--- src/rtl/ufc_pkg.sv ---
package ufc_pkg;

    typedef enum logic [1:0] {
        MODE_FREQ  = 2'b00,
        MODE_RSV1  = 2'b01,
        MODE_RSV2  = 2'b10,
        MODE_RSV3  = 2'b11
    } ufc_mode_e;

    typedef struct packed {
        ufc_mode_e  mode;
        logic [1:0] gate;
    } ufc_cfg_t;

    localparam int TICKS_W = 6;

    function automatic logic [TICKS_W-1:0] gate_ticks(input logic [1:0] code);
        case (code)
            2'b00:   gate_ticks = 6'd1;
            2'b01:   gate_ticks = 6'd4;
            2'b10:   gate_ticks = 6'd8;
            default: gate_ticks = 6'd32;
        endcase
    endfunction

endpackage

--- src/rtl/ufc_tick_gen.sv ---
module ufc_tick_gen #(
    parameter int TICK_DIV = 200000
) (
    input  logic clk,
    input  logic rst_n,
    input  logic restart,
    input  logic run,
    output logic tick
);
    localparam int DIV_W = (TICK_DIV > 1) ? $clog2(TICK_DIV) : 1;
    localparam logic [DIV_W-1:0] DIV_LAST = DIV_W'(TICK_DIV - 1);

    typedef struct packed {
        logic [DIV_W-1:0] div;
    } tick_st_t;

    tick_st_t st_q, st_d;

    always_comb begin
        st_d = st_q;
        tick = run && (st_q.div == DIV_LAST);
        if (restart || !run) begin
            st_d.div = '0;
        end else if (tick) begin
            st_d.div = '0;
        end else begin
            st_d.div = st_q.div + 1'b1;
        end
    end

    always_ff @(posedge clk or negedge rst_n) begin
        if (!rst_n) st_q <= '0;
        else        st_q <= st_d;
    end

    a_r3_div_bounded: assert property (@(posedge clk) disable iff (!rst_n)
        st_q.div <= DIV_LAST);

endmodule

--- src/rtl/ufc_edge_sync.sv ---
module ufc_edge_sync (
    input  logic clk,
    input  logic rst_n,
    input  logic sig_in,
    output logic rise
);
    typedef struct packed {
        logic meta;
        logic sync;
        logic prev;
    } sync_st_t;

    sync_st_t st_q, st_d;

    always_comb begin
        st_d.meta = sig_in;
        st_d.sync = st_q.meta;
        st_d.prev = st_q.sync;
        rise      = st_q.sync && !st_q.prev;
    end

    always_ff @(posedge clk or negedge rst_n) begin
        if (!rst_n) st_q <= '0;
        else        st_q <= st_d;
    end

    a_r4_rise_single: assert property (@(posedge clk) disable iff (!rst_n)
        rise |=> !rise);

endmodule

--- src/rtl/ufc_gate_ctrl.sv ---
module ufc_gate_ctrl
    import ufc_pkg::*;
(
    input  logic       clk,
    input  logic       rst_n,
    input  logic       start,
    input  logic [1:0] gate_code,
    input  logic       tick,
    output logic       busy,
    output logic       close
);
    typedef struct packed {
        logic               busy;
        logic [TICKS_W-1:0] ticks;
        logic [TICKS_W-1:0] limit;
    } gate_st_t;

    gate_st_t st_q, st_d;

    always_comb begin
        st_d  = st_q;
        close = st_q.busy && tick && !start && (st_q.ticks == st_q.limit - 1'b1);
        if (start) begin
            st_d.busy  = 1'b1;
            st_d.ticks = '0;
            st_d.limit = gate_ticks(gate_code);
        end else if (close) begin
            st_d.busy  = 1'b0;
            st_d.ticks = '0;
        end else if (st_q.busy && tick) begin
            st_d.ticks = st_q.ticks + 1'b1;
        end
        busy = st_q.busy;
    end

    always_ff @(posedge clk or negedge rst_n) begin
        if (!rst_n) st_q <= '0;
        else        st_q <= st_d;
    end

    a_r3_ticks_in_window: assert property (@(posedge clk) disable iff (!rst_n)
        st_q.busy |-> (st_q.ticks < st_q.limit));

    a_r6_start_opens: assert property (@(posedge clk) disable iff (!rst_n)
        start |=> (st_q.busy && st_q.ticks == '0));

endmodule

--- src/rtl/freq_gate_counter.sv ---
module freq_gate_counter
    import ufc_pkg::*;
#(
    parameter int TICK_DIV = 200000,
    parameter int CNT_W    = 20
) (
    input  logic             clk,
    input  logic             rst_n,
    input  logic             cfg_wr,
    input  logic [3:0]       cfg_data,
    input  logic             start,
    input  logic             inhibit,
    input  logic             sig_in,
    output logic             busy,
    output logic             done,
    output logic [CNT_W-1:0] result
);
    localparam logic [CNT_W-1:0] CNT_MAX = {CNT_W{1'b1}};

    typedef struct packed {
        ufc_cfg_t         cfg;
        ufc_mode_e        run_mode;
        logic [CNT_W-1:0] cnt;
        logic [CNT_W-1:0] res;
        logic             done;
    } top_st_t;

    top_st_t st_q, st_d;

    logic tick, rise, gate_busy, gate_close, count_en;

    ufc_tick_gen #(.TICK_DIV(TICK_DIV)) u_tick (
        .clk     (clk),
        .rst_n   (rst_n),
        .restart (start),
        .run     (gate_busy),
        .tick    (tick)
    );

    ufc_edge_sync u_sync (
        .clk    (clk),
        .rst_n  (rst_n),
        .sig_in (sig_in),
        .rise   (rise)
    );

    ufc_gate_ctrl u_gate (
        .clk       (clk),
        .rst_n     (rst_n),
        .start     (start),
        .gate_code (st_q.cfg.gate),
        .tick      (tick),
        .busy      (gate_busy),
        .close     (gate_close)
    );

    always_comb begin
        st_d     = st_q;
        count_en = gate_busy && rise && !inhibit
                   && (st_q.run_mode == MODE_FREQ) && (st_q.cnt != CNT_MAX);
        if (start) begin
            st_d.run_mode = st_q.cfg.mode;
            st_d.cnt      = '0;
            st_d.done     = 1'b0;
        end else begin
            if (count_en) st_d.cnt = st_q.cnt + 1'b1;
            if (gate_close) begin
                st_d.res  = st_d.cnt;
                st_d.done = 1'b1;
            end
        end
        if (cfg_wr) begin
            st_d.cfg = ufc_cfg_t'(cfg_data);
        end
    end

    always_ff @(posedge clk or negedge rst_n) begin
        if (!rst_n) st_q <= '0;
        else        st_q <= st_d;
    end

    assign busy   = gate_busy;
    assign done   = st_q.done;
    assign result = st_q.res;

    a_r5_done_excludes_busy: assert property (@(posedge clk) disable iff (!rst_n)
        !(st_q.done && gate_busy));

    a_r5_close_sets_done: assert property (@(posedge clk) disable iff (!rst_n)
        $fell(gate_busy) |-> st_q.done);

    a_r9_no_wrap: assert property (@(posedge clk) disable iff (!rst_n)
        (st_q.cnt == CNT_MAX && !start) |=> (st_q.cnt == CNT_MAX));

    a_r7_inhibit_holds: assert property (@(posedge clk) disable iff (!rst_n)
        (inhibit && !start) |=> $stable(st_q.cnt));

    a_r8_reserved_zero: assert property (@(posedge clk) disable iff (!rst_n)
        (gate_busy && st_q.run_mode != MODE_FREQ) |-> (st_q.cnt == '0));

    a_r10_idle_result: assert property (@(posedge clk) disable iff (!rst_n)
        (!gate_busy && !start) |=> $stable(st_q.res));

endmodule

--- config.mk ---
export PLATFORM = sky130hd
export DESIGN_NAME = freq_gate_counter
export DESIGN_NICKNAME = d
export VERILOG_FILES = /design/src/rtl/ufc_pkg.sv /design/src/rtl/ufc_tick_gen.sv /design/src/rtl/ufc_edge_sync.sv /design/src/rtl/ufc_gate_ctrl.sv /design/src/rtl/freq_gate_counter.sv
export SDC_FILE = /design/constraint.sdc
export NUM_CORES = 1
export LEC_CHECK = 0
export BUFFER_PORTS_ARGS = -buffer_cell sky130_fd_sc_hd__buf_2
export CAP_MARGIN = 40
export CORE_AREA = 4 4 112 114
export DETAILED_ROUTE_END_ITERATION = 7
export DIE_AREA = 0 0 116 118
export HOLD_SLACK_MARGIN = 0.12
export PLACE_DENSITY_LB_ADDON = 0.08
export SYNTH_ARGS = -nofsm -noshare
export SYNTH_HDL_FRONTEND = slang
export SYNTH_SLANG_ARGS = --single-unit
--- constraint.sdc ---
create_clock -name clk -period 2.9 [get_ports clk]
set_clock_uncertainty 0.15 [all_clocks]
set_input_delay 0.29 -clock clk [delete_from_list [all_inputs] [get_ports clk]]
set_output_delay 0.29 -clock clk [all_outputs]
set_load 0.05 [all_outputs]
==> run summary <==
From synthesis to final layout, the design area changed by 16.9%. In the layout the commonest cells are sky130_fd_sc_hd__dfrtp_1 (79), sky130_fd_sc_hd__nor2_1 (49), sky130_fd_sc_hd__buf_2 (30), sky130_fd_sc_hd__xnor2_1 (24), sky130_fd_sc_hd__nand2_1 (22). The run gives 0.34 ns as the clock latency reported for the late side of the worst-skew pair.

By area, the combinational part of the netlist is dominated by simple AND/OR/NAND/NOR gates. The number of gates resized after CTS was 0. The proportion of synthesized area in mux cells is 0.0253.

The placement row count was 39; the cell area after technology mapping was 3860 sq um. The Yosys step of the flow raised 0 warnings. Across the run, the number of max-cap violations was 0. Data arrival time of the worst path: 2.42 ns. The logs give 0 for the final number of max-transition violations and 0.583 ns for the post-placement worst setup slack.

Summed over all layers, the routed wires come to 8320 um. Initial antenna violation count: 0. Summed over all failing endpoints, the final setup total negative slack is 0 ns. Including well taps, the total number of placed cells is 528. Post-detailed-route wirelength per cell: 15.0 um. The most critical setup path has its endpoint at result[14]$_DFFE_PN0P_. The tools report the routability-driven placement congestion ratio as 0.779. The share of final-layout standard cells stronger than drive strength 1 was 0.168; the proportion of register bits with asynchronous set or reset after synthesis was 1.00. The hold violation count in the final report is 0, and the first-pass GRT wire length is 14,200 um.

For the number of sinks on the clock net, the log shows 79. The worst hold-check path type is flop to flop. The floorplan step set the die width to 116 um. The worst setup path is captured at a flop. The number of distinct library cells after synthesis was 48; the number of global-route vias before repair was 2,701. The synthesized design contains 79 register bits. Clock-pin slew was measured on the worst setup and hold paths at 0.06 ns. Data on the critical path is required at its endpoint by 3.00 ns. The number of DRC markers in iteration 0 was 135. For this run, the leading register cell type out of synthesis is sky130_fd_sc_hd__dfrtp_1. The area share of the largest cell type after synthesis was 0.512; the time the worst path needs with I/O delays and setup was 2.32 ns. The worst register-to-register path ends at result[14]$_DFFE_PN0P_. The relative slew slack is 0.566, and the number of detailed-routing iterations run before antenna repair is 4. The run gives 554 as the non-filler instance count after layout. The CTS buffer count was 9; the count of antenna-violating nets left after detailed routing was 0. The leading cell type in the layout, fill and taps excluded was sky130_fd_sc_hd__dfrtp_1.

In this run the power density over the cells is 564 nW/um^2. Setup repair after global routing left no endpoint under its margin. The number of antenna diodes in the final layout is 0.

For this run, the top clock speed supported by timing is 0.431 GHz. The worst-case IR drop observed on VDD is 0.000376 V. The slack of the worst reg-to-reg path was 0.58 ns.

The maximum number of pins on one net before global-route repair is 52, and the global-route usage over all layers is 0.133. Yosys attributes the largest share of cell area to sky130_fd_sc_hd__dfrtp_1 (51%), sky130_fd_sc_hd__xnor2_1 (5.4%), sky130_fd_sc_hd__nor2_1 (4.8%), sky130_fd_sc_hd__buf_4 (3.9%), sky130_fd_sc_hd__o31ai_1 (3.3%). The worst register-to-register path has a depth of 6.

The net count of the mapped netlist was 396; the actual transition at the worst max-transition pin was 0.649 ns. The clock passes through at most 2 buffers. The sequential cell area fraction in the yosys report came out at 0.512.

TritonCTS built the clock tree. The post-synthesis share of cell area spent on xor and xnor gates was 0.0816; the initial cell density of the core was 0.338. Mean number of vias per cell: 4.96. The area fraction in and, or, nand and nor cells after synthesis was 0.197; the via total after detailed routing was 2,746. The startpoint identified for the worst register-to-register timing path is st_q[21]$_DFF_PN0_. The post-route cell area was 4520 sq um; the number of flops mapped to enable cells by yosys was 0.

Buffers placed on the I/O ports in this run total 31. The final setup violation count came out at 0. The critical path starts at st_q[21]$_DFF_PN0_. Mean instance size in the synthesized netlist: 10.1 sq um. The flow ran to the end, and the final reports show no timing, DRC or antenna violations. For this run, design rule violations remaining after detail routing come to 0.

Once placement finished, the instance area stood at 4080 sq um. Detailed placement finished with a half-perimeter wire length of 5720 um. Sort of element at the start of the critical path: a flop. The period utilization was 0.800; the maximum fanout along the worst path was 8.

The post-layout net count came out at 421. The tools report the clock tree root driver cell as sky130_fd_sc_hd__clkbuf_16. The die covers 13,700 sq um. Top cell type by total area after synthesis: sky130_fd_sc_hd__dfrtp_1. For the total core area, the log shows 11,400 sq um.

CTS built an H-tree with a depth of 3. The analysis attributes to cell leakage a power of 1.94 nW. The worst setup path is of the flop to flop kind. For this run the aggregate overflow at the end of global routing stands at 0. Final core area utilization: 0.396. Across all setup checks in the final design, the least slack found is 0.580 ns. The area fraction in compound gates after synthesis is 0.106.

The die height is 118 um, and the top-level I/O count is 32. The post-synthesis adder-cell area fraction came out at 0.0130. The cell count after synthesis came out at 382.
[stage by stage]
| stage | power, mW | hold WS, ns |
|---|---|---|
| final | 2.55 | 0.209 |
| after global routing | 2.66 | 0.226 |
| after CTS | 2.61 | 0.210 |
| after detailed placement | 1.31 | 0.110 |
| after global placement | 1.30 | 0.193 |
| after floorplan | 1.24 | -0.156 |
[how the worst min path moves through the flow]
stage                                  end                startpoint  cells after the start  slack, ns
2_1_floorplan             done$_DFFE_PN0P_                     rst_n                      0      -0.16
3_3_place_gp      u_sync.st_d[0]$_DFF_PN0_  u_sync.st_d[1]$_DFF_PN0_                      0       0.19
3_5_place_dp   u_gate.st_q[11]$_DFFE_PN0P_                     rst_n                      1       0.11
4_1_cts           u_sync.st_d[0]$_DFF_PN0_  u_sync.st_d[1]$_DFF_PN0_                      0       0.21
5_1_grt           u_sync.st_d[0]$_DFF_PN0_  u_sync.st_d[1]$_DFF_PN0_                      0       0.23
6_report          u_sync.st_d[0]$_DFF_PN0_  u_sync.st_d[1]$_DFF_PN0_                      0       0.21
[layer usage]
| layer | track usage | wire, um |
|---|---|---|
| met1 | 0.179 | 4020 |
| met2 | 0.196 | 3780 |
| met4 | 0.0442 | 139 |
| met3 | 0.0499 | 378 |
| met5 | 0 | 0 |
[where the power goes]
part / switching [mW] / total [mW] / leakage (nW) / internal, mW
registers: 0.0240 / 1.15 / 1.07 / 1.13
clock network: 0.429 / 1.25 / 0.165 / 0.818
logic: 0.0849 / 0.148 / 0.710 / 0.0629
total: 0.538 / 2.55 / 1.94 / 2.01
[flip-flops by register name (all words and copies together) (netlist names)]
name,cells
done,1
result,20
st_q,26
u_gate.busy,1
u_gate.st_q,10
u_sync.st_d,2
u_sync.st_q,1
u_tick.st_q,18
[area by class of cell]
type,count,area (sq um)
multi-input combinational,258,1650
fill,1153,6900
sequential,79,1980
clock inverter,3,65.1
clock buffer,12,267
inverter,10,37.5
tap,143,179
timing repair buffer,49,340
[critical path: stages, from the launching register on]
cell and delay [ns]:
sky130_fd_sc_hd__dfrtp_1 0.41, sky130_fd_sc_hd__ha_1 0.22, sky130_fd_sc_hd__nand3_1 0.18, sky130_fd_sc_hd__nand3b_1 0.44, sky130_fd_sc_hd__nor4_1 0.46, sky130_fd_sc_hd__xnor2_1 0.13, sky130_fd_sc_hd__o31ai_1 0.23
[kinds of logic after synthesis]
family | Yosys count
AOI/OAI and AO/OA | 62
xor gates and xnor gates | 36
adders and majority gates | 4
buffers and inverters | 45
DFF | 79
muxes | 9
and+or+nand+nor | 147
[cell usage after synthesis (2+ instances only)]
cell,instances
sky130_fd_sc_hd__dfrtp_1,79
sky130_fd_sc_hd__nor2_1,49
sky130_fd_sc_hd__xnor2_1,24
sky130_fd_sc_hd__nand2_1,22
sky130_fd_sc_hd__buf_4,20
sky130_fd_sc_hd__nand3_1,20
sky130_fd_sc_hd__o31ai_1,17
sky130_fd_sc_hd__o21ai_0,16
sky130_fd_sc_hd__clkbuf_1,13
sky130_fd_sc_hd__xor2_1,12
sky130_fd_sc_hd__inv_1,10
sky130_fd_sc_hd__nand4_1,10
sky130_fd_sc_hd__and3_1,8
sky130_fd_sc_hd__nor3_1,8
sky130_fd_sc_hd__nor4_1,8
sky130_fd_sc_hd__a31oi_1,6
sky130_fd_sc_hd__mux2_2,6
sky130_fd_sc_hd__o21ai_1,5
sky130_fd_sc_hd__a211oi_1,4
sky130_fd_sc_hd__a21oi_1,4
sky130_fd_sc_hd__ha_1,4
sky130_fd_sc_hd__nand3b_1,4
sky130_fd_sc_hd__mux2i_1,3
sky130_fd_sc_hd__nand2b_1,3
sky130_fd_sc_hd__and2_1,2
sky130_fd_sc_hd__o22ai_1,2
sky130_fd_sc_hd__o2bb2ai_1,2
[repair_timing]
item                                   CTS  global route
endpoints found under the hold margin   33             0
setup buffers                            0             0
hold buffers                            11             0
Power figures use the tool's default switching activity.
